==> src/rtl/sio_cfg_pkg.sv <==
// Shared constants and types for the locked configuration port.
// Assumes byte-wide register indices and a fixed four-byte unlock key.
package sio_cfg_pkg;

    // Key detector state: number of key bytes matched, or open.
    typedef enum logic [2:0] {
        KEY_0    = 3'd0,
        KEY_1    = 3'd1,
        KEY_2    = 3'd2,
        KEY_3    = 3'd3,
        KEY_OPEN = 3'd4
    } key_state_e;

    localparam logic [7:0] KEY_FIRST   = 8'h87;
    localparam logic [7:0] IDX_EXIT    = 8'h02;
    localparam logic [7:0] VAL_EXIT    = 8'h02;
    localparam logic [7:0] IDX_LDN     = 8'h07;
    localparam logic [7:0] IDX_ID_HI   = 8'h20;
    localparam logic [7:0] IDX_ID_LO   = 8'h21;
    localparam logic [7:0] IDX_REV     = 8'h22;
    localparam logic [7:0] IDX_ACT     = 8'h30;
    localparam logic [7:0] IDX_BASE_HI = 8'h60;
    localparam logic [7:0] IDX_BASE_LO = 8'h61;

    // Expected key byte for a given match count.
    function automatic logic [7:0] key_byte(input key_state_e st);
        case (st)
            KEY_0:   key_byte = 8'h87;
            KEY_1:   key_byte = 8'h01;
            KEY_2:   key_byte = 8'h55;
            KEY_3:   key_byte = 8'h55;
            default: key_byte = 8'h00;
        endcase
    endfunction

endpackage

==> src/rtl/sio_key_fsm.sv <==
// Lock state machine. It tracks the unlock key on index port writes
// while locked, opens after the last key byte and closes on an exit request.
// Assumes idx_wr is a single-cycle strobe per host byte.
module sio_key_fsm
    import sio_cfg_pkg::*;
(
    input  logic       clk,
    input  logic       rst_n,
    input  logic       idx_wr,
    input  logic [7:0] wdata,
    input  logic       exit_req,
    output logic       unlocked
);

    key_state_e st_q;

    // Advance, restart or relock the key detector.
    always_ff @(posedge clk) begin
        if (!rst_n) begin
            st_q <= KEY_0;
        end else if (st_q == KEY_OPEN) begin
            if (exit_req) st_q <= KEY_0;
        end else if (idx_wr) begin
            if (wdata == key_byte(st_q))
                st_q <= key_state_e'(st_q + 3'd1);
            else if (wdata == KEY_FIRST)
                st_q <= KEY_1;
            else
                st_q <= KEY_0;
        end
    end

    assign unlocked = (st_q == KEY_OPEN);

endmodule

==> src/rtl/sio_bank_regs.sv <==
// One logical device bank: enable bit, 16-bit base and a window of
// device-specific bytes. The caller qualifies wr_en with the unlock state
// and the device selection. The read data is combinational on idx.
module sio_bank_regs
    import sio_cfg_pkg::*;
#(
    parameter int         NUM_SPEC  = 4,
    parameter logic [7:0] SPEC_BASE = 8'h70,
    localparam int        SPEC_W    = NUM_SPEC * 8
) (
    input  logic              clk,
    input  logic              rst_n,
    input  logic              wr_en,
    input  logic [7:0]        idx,
    input  logic [7:0]        wdata,
    output logic              active,
    output logic [15:0]       base,
    output logic [SPEC_W-1:0] spec,
    output logic [7:0]        rd_data
);

    logic        act_q;
    logic [15:0] base_q;
    logic [7:0]  spec_q [NUM_SPEC];

    // Fixed registers of the bank: enable and base address.
    always_ff @(posedge clk) begin
        if (!rst_n) begin
            act_q  <= 1'b0;
            base_q <= 16'h0000;
        end else if (wr_en) begin
            case (idx)
                IDX_ACT:     act_q        <= wdata[0];
                IDX_BASE_HI: base_q[15:8] <= wdata;
                IDX_BASE_LO: base_q[7:0]  <= wdata;
                default:     ;
            endcase
        end
    end

    for (genvar k = 0; k < NUM_SPEC; k++) begin : g_spec
        // Device-specific byte k, written at its own index.
        always_ff @(posedge clk) begin
            if (!rst_n)
                spec_q[k] <= 8'h00;
            else if (wr_en && idx == 8'(SPEC_BASE + k))
                spec_q[k] <= wdata;
        end
        assign spec[8*k +: 8] = spec_q[k];
    end

    // Read mux over the bank's registers; unmapped indices read zero.
    always_comb begin
        rd_data = 8'h00;
        case (idx)
            IDX_ACT:     rd_data = {7'b0, act_q};
            IDX_BASE_HI: rd_data = base_q[15:8];
            IDX_BASE_LO: rd_data = base_q[7:0];
            default: begin
                for (int k = 0; k < NUM_SPEC; k++)
                    if (idx == 8'(SPEC_BASE + k)) rd_data = spec_q[k];
            end
        endcase
    end

    assign active = act_q;
    assign base   = base_q;

endmodule

==> src/rtl/sio_cfg_port.sv <==
// Index/data configuration port with key unlock and per-device banking.
// It decodes the two host ports, holds the index and device selector,
// answers the read-only identity registers and routes accesses to the
// selected bank. Reads are combinational, writes take effect on the edge.
module sio_cfg_port
    import sio_cfg_pkg::*;
#(
    parameter logic [15:0] INDEX_ADDR = 16'h002E,
    parameter logic [15:0] DATA_ADDR  = 16'h002F,
    parameter logic [15:0] CHIP_ID    = 16'h8716,
    parameter logic [3:0]  CHIP_REV   = 4'h3,
    parameter int          NUM_LDN    = 4,
    parameter int          NUM_SPEC   = 4,
    parameter logic [7:0]  SPEC_BASE  = 8'h70,
    localparam int         SPEC_W     = NUM_SPEC * 8
) (
    input  logic                      clk,
    input  logic                      rst_n,
    input  logic [15:0]               io_addr,
    input  logic                      io_wr,
    input  logic                      io_rd,
    input  logic [7:0]                io_wdata,
    output logic [7:0]                io_rdata,
    output logic                      cfg_unlocked,
    output logic [NUM_LDN-1:0]        dev_active,
    output logic [16*NUM_LDN-1:0]     dev_base,
    output logic [SPEC_W*NUM_LDN-1:0] dev_spec
);

    logic       idx_wr, dat_wr, cfg_wr, exit_req;
    logic [7:0] index_q, ldn_q;
    logic [7:0] bank_rd [NUM_LDN];
    logic [7:0] bank_sel_rd, reg_rd;

    assign idx_wr   = io_wr && (io_addr == INDEX_ADDR);
    assign dat_wr   = io_wr && (io_addr == DATA_ADDR);
    assign cfg_wr   = dat_wr && cfg_unlocked;
    assign exit_req = cfg_wr && (index_q == IDX_EXIT) && (io_wdata == VAL_EXIT);

    sio_key_fsm u_key (
        .clk      (clk),
        .rst_n    (rst_n),
        .idx_wr   (idx_wr),
        .wdata    (io_wdata),
        .exit_req (exit_req),
        .unlocked (cfg_unlocked)
    );

    // Index register: loaded only while the space is open.
    always_ff @(posedge clk) begin
        if (!rst_n)
            index_q <= 8'h00;
        else if (idx_wr && cfg_unlocked)
            index_q <= io_wdata;
    end

    // Logical device selector at its global index.
    always_ff @(posedge clk) begin
        if (!rst_n)
            ldn_q <= 8'h00;
        else if (cfg_wr && index_q == IDX_LDN)
            ldn_q <= io_wdata;
    end

    for (genvar g = 0; g < NUM_LDN; g++) begin : g_bank
        sio_bank_regs #(
            .NUM_SPEC  (NUM_SPEC),
            .SPEC_BASE (SPEC_BASE)
        ) u_bank (
            .clk     (clk),
            .rst_n   (rst_n),
            .wr_en   (cfg_wr && ldn_q == 8'(g)),
            .idx     (index_q),
            .wdata   (io_wdata),
            .active  (dev_active[g]),
            .base    (dev_base[16*g +: 16]),
            .spec    (dev_spec[SPEC_W*g +: SPEC_W]),
            .rd_data (bank_rd[g])
        );
    end

    // Pick the selected bank's read data; out-of-range selectors read zero.
    always_comb begin
        bank_sel_rd = 8'h00;
        for (int g = 0; g < NUM_LDN; g++)
            if (ldn_q == 8'(g)) bank_sel_rd = bank_rd[g];
    end

    // Global register decode, falling through to the bank.
    always_comb begin
        case (index_q)
            IDX_LDN:   reg_rd = ldn_q;
            IDX_ID_HI: reg_rd = CHIP_ID[15:8];
            IDX_ID_LO: reg_rd = CHIP_ID[7:0];
            IDX_REV:   reg_rd = {4'h0, CHIP_REV};
            default:   reg_rd = bank_sel_rd;
        endcase
    end

    // Host read data: all ones unless an open port is read.
    always_comb begin
        io_rdata = 8'hFF;
        if (io_rd && cfg_unlocked) begin
            if (io_addr == INDEX_ADDR)     io_rdata = index_q;
            else if (io_addr == DATA_ADDR) io_rdata = reg_rd;
        end
    end

endmodule

==> config.mk <==
export PLATFORM = sky130hd
export DESIGN_NAME = sio_cfg_port
export DESIGN_NICKNAME = d
export VERILOG_FILES = /design/src/rtl/sio_cfg_pkg.sv /design/src/rtl/sio_key_fsm.sv /design/src/rtl/sio_bank_regs.sv /design/src/rtl/sio_cfg_port.sv
export SDC_FILE = /design/constraint.sdc
export NUM_CORES = 1
export LEC_CHECK = 0
export BUFFER_PORTS_ARGS = -buffer_cell sky130_fd_sc_hd__buf_2
export CORE_MARGIN = 2
export CORE_UTILIZATION = 55
export DETAILED_ROUTE_END_ITERATION = 12
export GPL_ROUTABILITY_DRIVEN = 0
export PLACE_DENSITY = 0.9
export SLEW_MARGIN = 20
export SYNTH_ARGS = -nofsm -noshare
export SYNTH_HDL_FRONTEND = slang
export SYNTH_SLANG_ARGS = --single-unit
==> constraint.sdc <==
create_clock -name clk -period 3.51 [get_ports clk]
set_clock_uncertainty 0.1 [all_clocks]
set_input_delay 0 -clock clk [delete_from_list [all_inputs] [get_ports clk]]
set_output_delay 0 -clock clk [all_outputs]
set_load 0.05 [all_outputs]
# Word-level counts from Yosys, hierarchy flattened
# Memory sizes are Yosys's and may differ from the RTL's.
# Index checks and enable logic that the tools add are counted.
[totals] input_bits=28 latch_bits=0 ram_bits=128 mem_count=4 mem_bits_ro=0 wordCells=208 out_inout_bits=205 regBits=87
[mem_list] memory="g_bank[0].u_bank.spec_q" words=4 word_bits=8 read_ports=4 rd_ports_with_merged_regs=0 wr=4 line_no="sio_bank_regs.sv:24" source="logic [7:0] spec_q [NUM_SPEC];"
[mem_list] memory="g_bank[1].u_bank.spec_q" words=4 word_bits=8 read_ports=4 rd_ports_with_merged_regs=0 wr=4 line_no="sio_bank_regs.sv:24"
[mem_list] memory="g_bank[2].u_bank.spec_q" words=4 word_bits=8 read_ports=4 rd_ports_with_merged_regs=0 wr=4 line_no="sio_bank_regs.sv:24"
[mem_list] memory="g_bank[3].u_bank.spec_q" words=4 word_bits=8 read_ports=4 rd_ports_with_merged_regs=0 wr=4 line_no="sio_bank_regs.sv:24"
[op_classes] magnitude_cmp=0 add_sub_neg=1 n_shift=0 n_div=0 n_mul=0 n_mux=102 n_reduce_logical=45 eq_ne=25 bitwise_logic=16
[ops] cell="two-way mux 8 bit" n=42
[ops] cell="one-hot mux 8 bit (3 select lines)" n=5
[ops] cell="two-way mux 1 bit" n=50
[ops] cell="== test 8 x 7 -> 1 bit (second input constant)" n=6
[ops] cell="== test 16 x 6 -> 1 bit (second input constant)" n=2
[ops] cell="== test 8 x 2 -> 1 bit (second input constant)" n=4
[ops] cell="== test 8 x 6 -> 1 bit (second input constant)" n=4
[ops] cell="one-hot mux 8 bit (4 select lines)" n=1
[ops] cell="logical AND 1 bit" n=28
[ops] cell="AND reduction 2 bit" n=13
[ops] cell="bitwise OR 1 bit" n=16
[ops] cell="two-way mux 3 bit" n=4
[ops] cell="== test 8 x 1 -> 1 bit (second input constant)" n=1
[ops] cell="== test 8 x 3 -> 1 bit (second input constant)" n=1
[ops] cell="== test 8 bit" n=1
[ops] cell="== test 8 bit (second input constant)" n=1
[ops] cell="zero test 8 bit" n=1
[ops] cell="== test 3 x 2 -> 1 bit (second input constant)" n=2
[ops] cell="adder 3 x 1 -> 3 bit (second input constant)" n=1
[ops] cell="== test 3 x 1 -> 1 bit (second input constant)" n=1
[ops] cell="== test 3 bit (second input constant)" n=1
[ops] cell="zero test 3 bit" n=1
[ops] cell="!= test 2 x 1 -> 1 bit (second input constant)" n=1
[ops] cell="nonzero test 2 bit" n=1
[ops] cell="OR reduction 2 bit" n=1

# Logic depth before layout (Yosys ltp)
# Gate-level depths: netlist of run 1.
[depth] depth_word=14 ltp_mapped=10 ltp_nobuf=9

# Hierarchy
# A second synthesis of run 1 with hierarchy kept.
[hier_totals] hier_cells=960 area_unflattened_um2=11529.8
[modules_own_cells] mod="sio_bank_regs" area_per_inst_um2=2427.3 instances=4 seq_area_each_um2=1301.2 cells_per_inst=188
[modules_own_cells] mod="sio_cfg_port" area_per_inst_um2=1450.1 instances=1 seq_area_each_um2=320.3 cells_per_inst=163
[modules_own_cells] mod="sio_key_fsm" area_per_inst_um2=370.4 instances=1 seq_area_each_um2=60.1 cells_per_inst=45

# Least setup slack after synthesis of run 1
# Ideal clock, no wire load.
[synth_timing] path_type="register to register" startpoint="reg u_key.st_q[0]" endpoint="mem g_bank[2].u_bank.spec_q[0][0], enable pin" setup_ps=384 required_ps=3026 stages_incl_launch_ff=10 t_arrival_ps=2586 period_less_slack_ps=3070 n_path_buf=1 setup_slack_ps=440 cell_sequence="dfxtp_1 inv_1 ha_1 nand2_1 inv_1 nand3_1 nor2_1 buf_2 nand2_1 o21ai_0"
[synth_rtl] item="from (decl)" line_no="sio_key_fsm.sv:15" source="key_state_e st_q;"
[synth_rtl] item="from (signal assigned)" line_no="sio_key_fsm.sv:25" source="st_q <= key_state_e'(st_q + 3'd1);"
[synth_rtl] item="to (decl)" line_no="sio_bank_regs.sv:24"

# Final worst setup path of run 1
[layout_timing] startpoint="reg index_q[3]" endpoint="out io_rdata[2]"
[layout_between] elab_chain_len=14 elab_cells_between_ends=39 cone_classes="eq/ne: 11; mux: 28"
[layout_rtl] item="from (decl)" line_no="sio_cfg_port.sv:31" source="logic [7:0] index_q, ldn_q;"
[layout_rtl] item="from (signal assigned)" line_no="sio_cfg_port.sv:54" source="index_q <= io_wdata;"
[layout_rtl] item="== test 8 x 7 -> 1 bit" line_no="sio_bank_regs.sv:61" source="if (idx == 8'(SPEC_BASE + k)) rd_data = spec_q[k];"
[layout_rtl] item="two-way mux 8 bit (4 in a row)" line_no="sio_bank_regs.sv:61"
[layout_rtl] item="one-hot mux 8 bit (3 select lines)" line_no="sio_bank_regs.sv:55" source="case (idx)"
[layout_rtl] item="two-way mux 8 bit (4 in a row)" line_no="sio_cfg_port.sv:86" source="if (ldn_q == 8'(g)) bank_sel_rd = bank_rd[g];"
[layout_rtl] item="one-hot mux 8 bit (4 select lines) (*)" line_no="sio_cfg_port.sv:91" source="case (index_q)"
[layout_rtl] item="two-way mux 8 bit (*)" line_no="sio_cfg_port.sv:105" source="else if (io_addr == DATA_ADDR) io_rdata = reg_rd;"
[layout_rtl] item="two-way mux 8 bit (*)" line_no="sio_cfg_port.sv:104" source="if (io_addr == INDEX_ADDR) io_rdata = index_q;"
[layout_rtl] item="two-way mux 8 bit (*)" line_no="sio_cfg_port.sv:103" source="if (io_rd && cfg_unlocked) begin"
[layout_rtl] item="to (decl)" line_no="sio_cfg_port.sv:23" source="output logic [7:0] io_rdata,"
# Every way passes the cells marked *; elsewhere a longest branch is shown, timed or not.

==> flow_summary_export.csv, run 1 <==
group,metric,value,unit
synthesis,synth_edf_count,128,
timing,worst_pin_slew,848,ps
synthesis,synth_fp_nets,1087,
detailed_routing,first_pass_iters,8,
timing,finalHoldViolCount,0,
clocking,cts.clk_slew.worst_paths,60,ps
timing,report.final.slew_viol_count,0,
status,status,"finished, violations left",
synthesis,ys_seq_area_share,51.7,%
floorplan,die-height,144,um
critical_path,path_class,"flop to output pin",
final_layout,drive_gt1_share,27.4,%
clocking,clock-root-buffer,"clkbuf_16",
critical_path,crit_slowest_cell,"a222oi_1",
timing,whs,61.8,ps
final_layout,fill_cells,1414,
critical_path,required,3410,ps
synthesis,ys_ff_latch,215,
timing,min_period_over_period,101,%
detailed_routing,antenna_left,0,
floorplan,die-area,20800,um2
detailed_routing,route.detailed.drc,0,
critical_path,startpoint_type,"flop",
detailed_routing,drt_iter0_drc,1813,
timing,setup_viol_count_final,2,
critical_path,end_kind,"output pin",
timing,rsz0062_at_grt,"yes",
timing,period_needed,3530,ps
critical_path,cp.arrival,3430,ps
final_layout,final_nets,1302,
placement,dp_hpwl,26.5,mm
floorplan,boundaryPins,233,
detailed_routing,wire_per_inst,24.3,um
floorplan,rows,51,
detailed_routing,vias,10000,
clocking,cts_tree,"built",
floorplan,start_util,55.9,%
power_and_ir_drop,p_per_area,434,nW/um2
power_and_ir_drop,p_comb_share,9.8,%
clocking,clock_path_buffers,3,
flow_run,cap_violations,0,
synthesis,yosys.cell_types.count,75,
clocking,worstSkewPairLatency,520,ps
critical_path,cp_max_fo,15,
critical_path,worstPathCellList,"and4bb_2, a222oi_1, nor4_1, or4_1, o211ai_1, a21oi_1, buf_2",
floorplan,die_w,144,um
synthesis,synth_cells,1054,
final_layout,multi_input_area,4820,um2
clocking,post-cts-setup-buffers,0,
synthesis,avgSynthCellArea,10.2,um2
grt,grt.total_usage,35.4,%
power_and_ir_drop,p_int,4150,uW
final_layout,syn_to_final_growth,20.2,%
grt,grt_pass1_wl,54.9,mm
clocking,cts_buffers,22,
clocking,cts.htree.levels,1,
final_layout,layout_commonest_cell,"buf_2",
power_and_ir_drop,p_switching,1490,uW
clocking,cts_num_sinks,215,
synthesis,syn_area,10800,um2
placement,portBuffers,232,
hold_path,hold_path_class,"primary input to flop",
synthesis,synthArstFlopShare,0,%
timing,relSlewSlack,43.5,%
grt,grt.overflow.total,0,
synthesis,ys.warnings.count,0,
critical_path,cp_slowest_stage_delay,740,ps
synthesis,synth-main-ff-cell,"edfxtp_1",
timing,max_freq,283,MHz
detailed_routing,drt-total-wl,37.7,mm
final_layout,final_cell_mix,"buf_2 (231), nand2_1 (195), and2_1 (142)",
floorplan,fp.coreArea,19300,um2
power_and_ir_drop,p_leak,0.00480,uW
grt,grt_max_degree,58,
status,violations,"negative setup slack",
power_and_ir_drop,pwr-share-seq,49.9,%
power_and_ir_drop,switching_share,26.4,%
detailed_routing,vias_per_cell,6.49,
final_layout,seq_area,5590,um2
timing,fin_tns_setup,-21.6,ps
power_and_ir_drop,peakVddDrop,0.331,mV
timing,setup_ws,-21.3,ps
grt,grt_pass1_vias,9358,
placement,place_ws,451,ps
power_and_ir_drop,p_clk_share,40.2,%
grt,antenna_found_initial,1,
## registers in the layout, indices dropped and copies added, names as in the netlist
name	cells
g_bank.u_bank.base	64
index_q	8
g_bank.u_bank.spec_q	128
ldn_q	8
g_bank.u_bank.active	4
u_key.st_q	3
## Yosys cell counts (3+ instances only)
library cell | instances | area, um2
a211oi_1 | 3 | 22.5
a21boi_0 | 74 | 556
a21boi_1 | 8 | 60.1
a21oi_1 | 18 | 90.1
a221o_1 | 4 | 40.0
a221oi_1 | 18 | 158
a222oi_1 | 13 | 130
a22o_1 | 7 | 61.3
a22oi_1 | 7 | 52.6
a32oi_1 | 3 | 26.3
and2_1 | 143 | 895
and3_1 | 7 | 43.8
buf_2 | 24 | 120
buf_4 | 11 | 82.6
clkbuf_1 | 47 | 176
dfxtp_1 | 87 | 1740
edfxtp_1 | 128 | 3840
ha_1 | 5 | 62.6
inv_1 | 6 | 22.5
mux2_2 | 15 | 169
mux2i_1 | 20 | 200
mux4_2 | 6 | 135
nand2_1 | 195 | 732
nand3_1 | 22 | 110
nand3b_1 | 6 | 45.0
nand4_1 | 10 | 62.6
nor2_1 | 32 | 120
nor2_2 | 8 | 50.1
nor2b_1 | 9 | 56.3
nor3_1 | 12 | 60.1
nor3b_1 | 4 | 30.0
nor4_1 | 7 | 43.8
nor4b_2 | 3 | 45.0
o211ai_1 | 5 | 37.5
o21ai_0 | 29 | 145
or4_1 | 4 | 30.0
## worst paths after layout
check,startpoint,end,slack [ps],cells after the start
worst max-delay path,index_q[3],io_rdata[2],-20,7
worst min-delay path,rst_n,g_bank[2].u_bank.base[12],60,2
worst max register to register,u_key.st_q[0],g_bank[3].u_bank.spec_q[2][1],490,9
worst min register to register,g_bank[1].u_bank.base[9],g_bank[1].u_bank.base[9],380,2
## final cells by class
class                   count  share of cell area, %
clock buffers              30                   4.70
diodes                      1                 0.0193
flip-flops and latches    215                   43.1
well taps                 265                   2.55
clock inverters             8                  0.588
inverters                   6                  0.174
repair buffers            275                   11.7
multi-input cells         749                   37.1
## stage by stage
stage / util, % / area (um2) / total power [uW] / instances
CTS: 67.0 / 13000 / 5620 / 1548
finish: 67.1 / 13000 / 5630 / 1549
detailed placement: 63.0 / 12200 / 3400 / 1500
global route: 67.1 / 13000 / 5740 / 1548
floorplan: - / 10800 / 3210 / 1054
global placement: 63.0 / 12200 / 3400 / 1500
## metal layers
layer	share of wire (%)	vias to the layer above	GRT usage [%]	routed length (um)
met2	45	942	54.6	16800
met5	0	-	0	0
met3	16	180	10.3	5880
li1	-	4235	-	-
met4	5.1	0	16.2	1910
met1	35	4691	46.4	13100
## critical path: cells and delay by family (launching register included)
family | cells | cell delay [ps]
AO/OA/AOI/OAI | 3 | 1110
AND/OR/NAND/NOR | 3 | 990
flip-flops | 1 | 550
buffers and inverters | 1 | 250
## power by group through the flow
stage | combinational (uW) | clock, uW | sequential, uW
floorplan | 101 | 0 | 3110
global placement | 531 | 0 | 2860
detailed placement | 537 | 0 | 2860
CTS | 546 | 2270 | 2810
global route | 567 | 2360 | 2810
finish | 555 | 2270 | 2810
## what timing repair did
item / in CTS / in global routing
gates cloned: 0 / 0
hold buffers: 10 / 0
pin swaps: 1 / 0
endpoints found under the setup margin: 3 / 3
gates resized for setup: 3 / 2
endpoints found under the hold margin: 66 / 0
## cells by family (layout without fill, tap and decap cells)
kind of cell | Yosys count | after routing | synth area share (%)
AND/OR/NAND/NOR | 488 | 488 | 24.3
flip-flops | 215 | 215 | 51.7
other | 0 | 1 | 0
AO/OA/AOI/OAI | 215 | 215 | 14.9
buffers and inverters | 90 | 319 | 3.87
adder cells (fa/ha/maj) | 5 | 5 | 0.579
multiplexers | 41 | 41 | 4.67
No activity file was read; power rests on OpenSTA's default activity.
==> inputs of run 2 (changes only) <==
- PLACE_DENSITY: 0.9 -> 0.89
- SYNTH_HIERARCHICAL: default -> 1
==> run 2 against run 1 <==
- the run now ends clean
- utilization up 3.0 points
- non-clock buffer count increased by 23
- register-to-register slack got worse by 110 ps
- worst hold slack lost 38 ps
- critical path type unchanged
- critical endpoint is now io_rdata[4]
- critical path depth grew 1
==> flow_summary_export.csv, run 2 <==
group,metric,value,unit
synthesis,ys_top_cells_by_area,"edfxtp_1 (33%), dfxtp_1 (15%), mux2i_1 (8.9%)",
grt,grt.total_usage,30.6,%
floorplan,die-height,149,um
clocking,clock_path_buffers,3,
status,status,"finished, final reports clean",
critical_path,startpoint_type,"flop",
detailed_routing,vias,9621,
detailed_routing,drt_iter0_drc,1138,
synthesis,yosys-top-cells-count,"and2_1 (131), edfxtp_1 (128), nand2_1 (112)",
power_and_ir_drop,p_comb_share,10.1,%
detailed_routing,first_pass_iters,7,
clocking,cts_num_sinks,215,
final_layout,final_nets,1268,
flow_run,cap_violations,0,
power_and_ir_drop,p_clk_share,41.8,%
grt,antenna_found_initial,0,
clocking,worstSkewPairLatency,510,ps
power_and_ir_drop,p_int,4340,uW
detailed_routing,wire_per_inst,23.2,um
critical_path,r2r_slack,380,ps
final_layout,largest_register_ffs,128,
timing,min_period_over_period,97.5,%
synthesis,yosys.area.top_type,"edfxtp_1",
timing,setup_viol_count_final,0,
grt,grt_pass1_vias,9187,
synthesis,synth_fp_nets,993,
synthesis,syn_area,11500,um2
synthesis,ys_ff_latch,215,
synthesis,synthArstFlopShare,0,%
floorplan,start_util,56.4,%
clocking,cts_buffers,22,
hold_path,hold_depth,5,
detailed_routing,drt-total-wl,35.3,mm
clocking,cts_tree,"built",
critical_path,cp.arrival,3320,ps
power_and_ir_drop,peakVddDrop,0.296,mV
grt,grt_max_degree,77,
synthesis,yosysMostFrequentCell,"and2_1",
grt,grt_pass1_wl,52.0,mm
timing,worst_pin_slew,770,ps
hold_path,hold_path_class,"primary input to flop",
floorplan,die-area,22100,um2
detailed_routing,vias_per_cell,6.33,
final_layout,antenna_cells,0,
critical_path,required,3410,ps
power_and_ir_drop,p_leak,0.00594,uW
synthesis,yosys.cell_types.count,63,
timing,finalHoldViolCount,0,
timing,period_needed,3420,ps
critical_path,path_class,"flop to output pin",
synthesis,synth-main-ff-cell,"edfxtp_1",
timing,report.final.slew_viol_count,0,
clocking,cts.htree.levels,1,
synthesis,synth_cells,960,
power_and_ir_drop,switching_share,25.2,%
final_layout,drive_gt1_share,35.5,%
critical_path,r2r_start,"u_key/st_q[0]",
detailed_routing,route.detailed.drc,0,
critical_path,r2r_cells,9,
timing,fin_tns_setup,0,ps
clocking,clock-root-buffer,"clkbuf_16",
critical_path,cp_max_fo,19,
floorplan,fp.coreArea,20400,um2
final_layout,layout_commonest_cell,"buf_2",
timing,relSlewSlack,48.7,%
timing,rsz0062_at_grt,"no",
timing,whs,24.0,ps
synthesis,yosysTopAreaCellShare,33.3,%
placement,dp_hpwl,23.6,mm
power_and_ir_drop,pwr-share-seq,48.0,%
hold_path,hold_path_end,"index_q[7]",
floorplan,boundaryPins,233,
power_and_ir_drop,p_switching,1460,uW
hold_path,hp-start,"io_addr[12]",
detailed_routing,antenna_left,0,
final_layout,syn_to_final_growth,24.3,%
critical_path,end_kind,"output pin",
placement,portBuffers,232,
synthesis,ys_seq_area_share,48.4,%
floorplan,die_w,149,um
synthesis,avgSynthCellArea,12.0,um2
floorplan,rows,52,
final_layout,final_cell_mix,"buf_2 (231), and2_1 (131), edfxtp_1 (128)",
critical_path,r2r-end,"g_bank[2].u_bank/spec_q[1][5]",
clocking,cts.clk_slew.worst_paths,60,ps
power_and_ir_drop,p_per_area,405,nW/um2
grt,grt.overflow.total,0,
final_layout,largest-register,"g_bank.u_bank/spec_q",
synthesis,synth_edf_count,128,
synthesis,ys.warnings.count,6,
timing,max_freq,292,MHz
## run 2: cell types whose count changed in the layout (fill, tap and decap cells not counted), sizes merged, moves of 26 or more
cell	previous run	this run
a21boi	82	0
inv	6	46
mux2i	20	102
mux4	6	40
nand2	195	118
nor2	40	13
o22ai	2	28
## run 2: worst max-delay path by stage
| stage | slack (ps) | startpoint | cells after the start | endpoint |
|---|---|---|---|---|
| 3_5_place_dp | 260 | index_q[3] | 9 | io_rdata[2] |
| 3_3_place_gp | 340 | index_q[3] | 9 | io_rdata[2] |
| 6_report | 90 | index_q[6] | 8 | io_rdata[4] |
| 4_1_cts | 9 | index_q[7] | 9 | io_rdata[2] |
| 2_1_floorplan | 30 | u_key/st_q[0] | 9 | g_bank[1].u_bank/spec_q[1][0] |
| 5_1_grt | 20 | index_q[2] | 9 | io_rdata[5] |
## run 2: cells by family after synthesis
logic type | count (synthesis) | synth area share [%]
AOI/OAI and AO/OA | 110 | 6.67
buffers and inverters | 98 | 3.86
DFF | 215 | 48.4
adders and majority gates | 5 | 0.543
muxes | 144 | 17.0
and+or+nand+nor | 388 | 23.5
## run 2: layer usage
layer  global-route usage, %  routed length (um)  vias up
li1                        -                   -     4142
met1                    40.0               12800     4667
met2                    50.2               17000      683
met3                    6.12                3960      129
met4                    12.6                1510        0
met5                       0                   0        -
## run 2: power by group through the flow
stage | sequential (uW) | clock [uW] | combinational (uW)
after detailed placement | 2840 | 0 | 569
after CTS | 2790 | 2440 | 583
after global placement | 2840 | 0 | 561
after floorplan | 3110 | 0 | 103
after global routing | 2790 | 2550 | 607
final | 2790 | 2430 | 589
## run 2: repair_timing
action,in CTS,in global routing
hold buffers,21,0
buffers inserted,1,3
resized for setup,12,21
endpoints found under the setup margin,7,7
hold endpoints to repair,62,0
## run 2: critical path: stages (launching register included)
cell and delay [ps]:
dfxtp_4 560, nor3b_4 370, nand2_1 320, o22ai_1 340, mux4_1 280, inv_1 40, a211oi_1 280, o32a_1 300
buf_2 290
## run 2: layout make-up
cell class | count | area, um2
fillers | 1435 | 6100
clock buffers | 34 | 678
flip-flops and latches | 215 | 5600
inverters | 51 | 191
well taps | 270 | 338
repair buffers | 298 | 1770
multi-input cells | 647 | 5680
clock inverters | 6 | 77.6
## run 2: metrics by stage
step	setup slack (ps)	cell area (um2)	utilization, %	std cells	total power (uW)
floorplan	26.9	11500	-	960	3210
global placement	339	13200	64.4	1456	3400
detailed placement	256	13200	64.4	1456	3410
CTS	9.46	14200	69.5	1518	5810
global route	19.1	14300	70.2	1521	5950
finish	88.0	14300	70.2	1521	5810
